===== src/rtl/sdw_pkg.sv =====
package sdw_pkg;

    localparam int VA_W     = 32;
    localparam int PA_W     = 32;
    localparam int DESC_W   = 32;
    localparam int DOM_W    = 4;
    localparam int AP_W     = 2;
    localparam int FC_W     = 4;
    localparam int L1_ALIGN = 14;
    localparam int TTB_W    = PA_W - L1_ALIGN;

    localparam logic [FC_W-1:0] FC_SECT_XLAT = 4'd5;
    localparam logic [FC_W-1:0] FC_PAGE_XLAT = 4'd7;

    typedef enum logic [2:0] {
        WS_IDLE,
        WS_L1_REQ,
        WS_L1_WAIT,
        WS_L2_REQ,
        WS_L2_WAIT
    } walk_state_e;

    typedef enum logic [1:0] {
        L1_INVALID = 2'd0,
        L1_COARSE  = 2'd1,
        L1_SECTION = 2'd2,
        L1_FINE    = 2'd3
    } l1_kind_e;

    typedef enum logic [1:0] {
        L2_INVALID = 2'd0,
        L2_LARGE   = 2'd1,
        L2_SMALL   = 2'd2,
        L2_TINY    = 2'd3
    } l2_kind_e;

    typedef struct packed {
        logic [PA_W-1:0]  pa;
        logic [DOM_W-1:0] domain;
        logic [AP_W-1:0]  ap;
        logic             fault;
        logic [FC_W-1:0]  code;
    } walk_res_t;

    function automatic logic [PA_W-1:0] l1_desc_addr(
        input logic [TTB_W-1:0] ttb,
        input logic [VA_W-1:0]  va
    );
        return {ttb, va[31:20], 2'b00};
    endfunction

    function automatic logic [PA_W-1:0] coarse_desc_addr(
        input logic [DESC_W-1:0] d,
        input logic [VA_W-1:0]   va
    );
        return {d[31:10], va[19:12], 2'b00};
    endfunction

    function automatic logic [PA_W-1:0] fine_desc_addr(
        input logic [DESC_W-1:0] d,
        input logic [VA_W-1:0]   va
    );
        return {d[31:12], va[19:10], 2'b00};
    endfunction

endpackage


===== src/rtl/sdw_l1_dec.sv =====
module sdw_l1_dec
    import sdw_pkg::*;
(
    input  logic [DESC_W-1:0] desc,
    input  logic [VA_W-1:0]   va,
    output logic              terminal,
    output logic              next_fine,
    output logic [PA_W-1:0]   next_addr,
    output walk_res_t         res
);

    l1_kind_e kind;
    logic     unused_l1_bits;

    assign kind           = l1_kind_e'(desc[1:0]);
    assign unused_l1_bits = ^{desc[9], desc[4:2]};

    always_comb begin
        res        = '0;
        res.domain = desc[8:5];
        terminal   = 1'b1;
        next_fine  = 1'b0;
        next_addr  = '0;
        case (kind)
            L1_INVALID: begin
                res.fault = 1'b1;
                res.code  = FC_SECT_XLAT;
            end
            L1_SECTION: begin
                res.pa = {desc[31:20], va[19:0]};
                res.ap = desc[11:10];
            end
            L1_COARSE: begin
                terminal  = 1'b0;
                next_addr = coarse_desc_addr(desc, va);
            end
            default: begin
                terminal  = 1'b0;
                next_fine = 1'b1;
                next_addr = fine_desc_addr(desc, va);
            end
        endcase
    end

endmodule


===== src/rtl/sdw_l2_dec.sv =====
module sdw_l2_dec
    import sdw_pkg::*;
(
    input  logic [DESC_W-1:0] desc,
    input  logic [15:0]       va_lo,
    input  logic              fine,
    input  logic [DOM_W-1:0]  domain,
    output walk_res_t         res
);

    l2_kind_e kind;
    logic     unused_l2_bits;

    assign kind           = l2_kind_e'(desc[1:0]);
    assign unused_l2_bits = ^{desc[9:6], desc[3:2]};

    always_comb begin
        res        = '0;
        res.domain = domain;
        case (kind)
            L2_LARGE: begin
                res.pa = {desc[31:16], va_lo[15:0]};
                res.ap = desc[5:4];
            end
            L2_SMALL: begin
                res.pa = {desc[31:12], va_lo[11:0]};
                res.ap = desc[5:4];
            end
            L2_TINY: begin
                if (fine) begin
                    res.pa = {desc[31:10], va_lo[9:0]};
                    res.ap = desc[5:4];
                end else begin
                    res.fault = 1'b1;
                    res.code  = FC_PAGE_XLAT;
                end
            end
            default: begin
                res.fault = 1'b1;
                res.code  = FC_PAGE_XLAT;
            end
        endcase
    end

endmodule


===== src/rtl/sdesc_walker.sv =====
module sdesc_walker
    import sdw_pkg::*;
(
    input  logic              clk,
    input  logic              rst,
    input  logic              start_i,
    input  logic [VA_W-1:0]   vaddr_i,
    input  logic [TTB_W-1:0]  ttb_i,
    input  logic              secure_i,
    output logic              done_o,
    output logic [PA_W-1:0]   paddr_o,
    output logic [DOM_W-1:0]  domain_o,
    output logic [AP_W-1:0]   ap_o,
    output logic              fault_o,
    output logic [FC_W-1:0]   fault_code_o,
    output logic              mem_req_o,
    input  logic              mem_ready_i,
    output logic [PA_W-1:0]   mem_addr_o,
    output logic              mem_secure_o,
    input  logic              mem_rvalid_i,
    input  logic [DESC_W-1:0] mem_rdata_i
);

    walk_state_e      st_q;
    logic [VA_W-1:0]  va_q;
    logic [PA_W-1:0]  addr_q;
    logic             sec_q;
    logic             fine_q;
    logic [DOM_W-1:0] dom_q;
    logic             done_q;
    walk_res_t        res_q;

    logic             l1_terminal;
    logic             l1_fine;
    logic [PA_W-1:0]  l1_next_addr;
    walk_res_t        l1_res;
    walk_res_t        l2_res;

    sdw_l1_dec u_l1 (
        .desc      (mem_rdata_i),
        .va        (va_q),
        .terminal  (l1_terminal),
        .next_fine (l1_fine),
        .next_addr (l1_next_addr),
        .res       (l1_res)
    );

    sdw_l2_dec u_l2 (
        .desc   (mem_rdata_i),
        .va_lo  (va_q[15:0]),
        .fine   (fine_q),
        .domain (dom_q),
        .res    (l2_res)
    );

    always_ff @(posedge clk) begin
        if (rst) begin
            st_q   <= WS_IDLE;
            va_q   <= '0;
            addr_q <= '0;
            sec_q  <= 1'b0;
            fine_q <= 1'b0;
            dom_q  <= '0;
            done_q <= 1'b0;
            res_q  <= '0;
        end else begin
            done_q <= 1'b0;
            case (st_q)
                WS_IDLE: begin
                    if (start_i) begin
                        va_q   <= vaddr_i;
                        sec_q  <= secure_i;
                        addr_q <= l1_desc_addr(ttb_i, vaddr_i);
                        st_q   <= WS_L1_REQ;
                    end
                end
                WS_L1_REQ: begin
                    if (mem_ready_i) st_q <= WS_L1_WAIT;
                end
                WS_L1_WAIT: begin
                    if (mem_rvalid_i) begin
                        if (l1_terminal) begin
                            res_q  <= l1_res;
                            done_q <= 1'b1;
                            st_q   <= WS_IDLE;
                        end else begin
                            addr_q <= l1_next_addr;
                            fine_q <= l1_fine;
                            dom_q  <= l1_res.domain;
                            st_q   <= WS_L2_REQ;
                        end
                    end
                end
                WS_L2_REQ: begin
                    if (mem_ready_i) st_q <= WS_L2_WAIT;
                end
                WS_L2_WAIT: begin
                    if (mem_rvalid_i) begin
                        res_q  <= l2_res;
                        done_q <= 1'b1;
                        st_q   <= WS_IDLE;
                    end
                end
                default: st_q <= WS_IDLE;
            endcase
        end
    end

    assign mem_req_o    = (st_q == WS_L1_REQ) || (st_q == WS_L2_REQ);
    assign mem_addr_o   = addr_q;
    assign mem_secure_o = sec_q;
    assign done_o       = done_q;
    assign paddr_o      = res_q.pa;
    assign domain_o     = res_q.domain;
    assign ap_o         = res_q.ap;
    assign fault_o      = res_q.fault;
    assign fault_code_o = res_q.code;

endmodule


===== config.mk =====
export PLATFORM = sky130hd
export DESIGN_NAME = sdesc_walker
export DESIGN_NICKNAME = d
export VERILOG_FILES = /design/src/rtl/sdw_pkg.sv /design/src/rtl/sdw_l1_dec.sv /design/src/rtl/sdw_l2_dec.sv /design/src/rtl/sdesc_walker.sv
export SDC_FILE = /design/constraint.sdc
export NUM_CORES = 1
export LEC_CHECK = 0
export BUFFER_PORTS_ARGS = -buffer_cell sky130_fd_sc_hd__buf_2
export CORE_MARGIN = 2
export CORE_UTILIZATION = 45
export CTS_CLUSTER_DIAMETER = 120
export DETAILED_ROUTE_END_ITERATION = 10
export PLACE_DENSITY = 0.69
export SLEW_MARGIN = 30
export SYNTH_ARGS = -nofsm -noshare
export SYNTH_HDL_FRONTEND = slang
export SYNTH_HIERARCHICAL = 1
export SYNTH_SLANG_ARGS = --single-unit
export TNS_END_PERCENT = 50

===== constraint.sdc =====
create_clock -name clk -period 1.6 [get_ports clk]
set_input_delay 0 -clock clk [delete_from_list [all_inputs] [get_ports clk]]
set_output_delay 0 -clock clk [all_outputs]
set_load 0.05 [all_outputs]

==> flow_summary_export.csv <==
group,metric,value,unit
drt,vias,6039,
global_route,overflow,0,
clocking,tritoncts,"built",
synthesis,syn-mean-instance-area,9.25,sq um
die,fp-row-count,43,
status,status,"complete, no violations",
drt,routed_wl,19.6,mm
sta,relSlewSlack,52.8,%
clocking,cts.htree.levels,3,
pwr,pwr-share-seq,42.8,%
drt,wl_met3,1.40,mm
sta,fin_crit_sh,97.0,%
drt,ant_nets,0,
synthesis,yosysWarnings,6,
flow_run,maxCapViolations,0,
pwr,comb_power_share,25.6,%
layout,num-fill-cells,1169,
sta,final.setup_skew,0.00602,ns
worst_setup_path,arrival,1.78,ns
layout,post-route-util,59.7,%
sta,period_minus_slack,1.55,ns
sta,fmax,645,MHz
layout,syn2layout_area_growth,29.2,%
global_route,grt_pass1_wl,30.4,mm
placed_design,place.port_buffers,162,
global_route,antenna_found_initial,3,
clocking,clock_sink_count,105,
drt,drt-initial-drc-count,421,
drt,wl_met1,8.10,mm
drt,via_per_inst,5.68,
drt,maxUsedRoutingLayer,"met5",
sta,hold_viol_final,0,
sta,rsz0062_at_grt,"true",
placed_design,dp_hpwl,13.1,mm
worst_setup_path,cp_num_buf_inv,2,
placed_design,dpl_cell_area,0.00732,sq mm
synthesis,syn_inst,693,
sta,setup_viol,0,
global_route,grt_max_degree,72,
pwr,switchingPower,2.24,mW
worst_setup_path,cp_cell_sequence,"buf_6 -> or4b_1 -> buf_4 -> nand2_1 -> a21oi_1",
synthesis,syn_area,0.00641,sq mm
drt,post_drt_wl_per_cell,18.5,um
worst_setup_path,start_kind,"flop",
clocking,cts_max_path_buffers,2,
worst_setup_path,cp_top_family,"simple AND/OR/NAND/NOR gates",
placed_design,place_congestion,0.849,
pwr,clkPwrFrac,31.6,%
pwr,ir_drop,0.501,mV
worst_setup_path,cp-startpoint,"st_q[1]",
sta,drv_slew,0,
worst_setup_path,slowest_stage,"or4b_1",
die,die_w,123,um
drt,first_pass_iters,5,
worst_setup_path,rr_startpoint,"st_q[1]",
layout,post-route-cell-area,0.00828,sq mm
worst_setup_path,required,1.83,ns
worst_hold_path,hold_path_class,"in2reg",
drt,wl_met2,9.61,mm
pwr,power.leakage,3.20,nW
die,core,0.0139,sq mm
die,start_util,46.2,%
global_route,track_usage,25.8,%
layout,finalNetCount,970,
clocking,numCtsBuffers,9,
drt,drc,0,
clocking,root_buffer,"clkbuf_16",
clocking,clk_latency,0.36,ns
die,die_h,123,um
worst_setup_path,critPathCaptureType,"flop",
pwr,powerDensity,815,mW/mm^2
worst_setup_path,critical_path_class,"reg2reg",
pwr,switching_share,33.2,%
worst_setup_path,critPathMaxFanout,21,
global_route,grt_pass1_vias,5886,
die,dieArea,0.0152,sq mm
sta,max_slew.worst_pin.slew,0.704,ns
layout,drive_gt1_share,32.2,%
die,io_pins,166,
worst_hold_path,min_from,"ttb_i[2]",
pwr,totalPowerFinal,6.75,mW
pwr,p_int,4.50,mW
worst_setup_path,max_stage_delay,0.53,ns
clocking,clk_pin_slew,0.07,ns
path summary, 6_finish.rpt:
path	to	depth (start not counted)	slack, ns
max	va_q[7]	5	0.05
min	mem_addr_o[16]	3	0.02
max reg2reg	va_q[7]	5	0.05
min reg2reg	mem_addr_o[1]	2	0.46
repair_timing:
item | CTS | global route
gates resized for setup | 7 | 11
cloned | 1 | 1
buffers inserted | 3 | 3
endpoints found under the setup margin | 37 | 74
hold buffers | 55 | 0
endpoints found under the hold margin | 54 | 0
layout make-up:
type | count | area [sq um] | share of cell area (%)
Multi-Input combinational cell | 497 | 3760 | 45.4
Sequential cell | 105 | 2110 | 25.5
Timing Repair Buffer | 260 | 1890 | 22.8
Clock buffer | 9 | 225 | 2.72
Tap cell | 180 | 225 | 2.72
Clock inverter | 7 | 52.6 | 0.635
Inverter | 5 | 18.8 | 0.227
Antenna cell | 1 | 2.50 | 0.0302
metal layers:
metal / vias to the layer above / GRT usage [%]
met1: 2886 / 31.3
li1: 2866 / -
met2: 243 / 43.8
met3: 40 / 5.86
met5: - / 0
met4: 4 / 10.9
stage by stage:
stage / setup TNS, ns / instances / hold WS [ns] / worst slack (ns)
after floorplan: 0 / 696 / 0.136 / 0.0115
after global placement: -6.57 / 984 / 0.243 / -0.210
after detailed placement: -0.464 / 984 / 0.252 / -0.0745
after CTS: -0.0951 / 1059 / 0.0108 / -0.0243
after global routing: -0.0358 / 1063 / 0.0406 / -0.0105
final: 0 / 1064 / 0.0173 / 0.0486
state kept, by name, indices dropped and copies added (netlist names):
register / cells
domain_o: 4
fault_o: 1
mem_secure_o: 1
done_o: 1
ap_o: 2
va_q: 20
st_q: 3
fine_q: 1
fault_code_o: 4
paddr_o: 32
mem_addr_o: 32
dom_q: 4
cell usage in the layout (no fill, tap or decap), types with 3 or more instances in the layout:
cell / count
buf_2: 161
dfxtp_1: 101
mux2i_1: 83
a21oi_1: 60
nor2_1: 56
and2_1: 56
dlygate4sd3_1: 55
nand2_1: 45
a221oi_2: 40
o21bai_1: 30
o311ai_0: 29
buf_4: 25
nor3b_1: 25
buf_12: 13
o21ai_0: 11
nand3_1: 9
clkbuf_16: 9
nand2b_1: 7
inv_1: 5
nand3b_1: 5
buf_6: 5
conb_1: 5
ha_1: 4
mux2i_2: 3
a221oi_1: 3
inv_6: 3
dfxtp_2: 3
nor3b_2: 3
power by group through the flow:
stage          Clock [mW]  Sequential (mW)  Combinational (mW)
3_3_place_gp            0             2.94                1.53
6_report             2.13             2.89                1.73
3_5_place_dp            0             2.95                1.56
5_1_grt              2.28             2.91                1.84
4_1_cts              2.17             2.89                1.69
2_1_floorplan           0             3.29               0.764
worst min-delay path, stage by stage:
cell     delay [ns]
buf_2          0.10
mux2i_1        0.09
a21oi_1        0.14
Note: power is estimated with default switching activity, not from simulation.
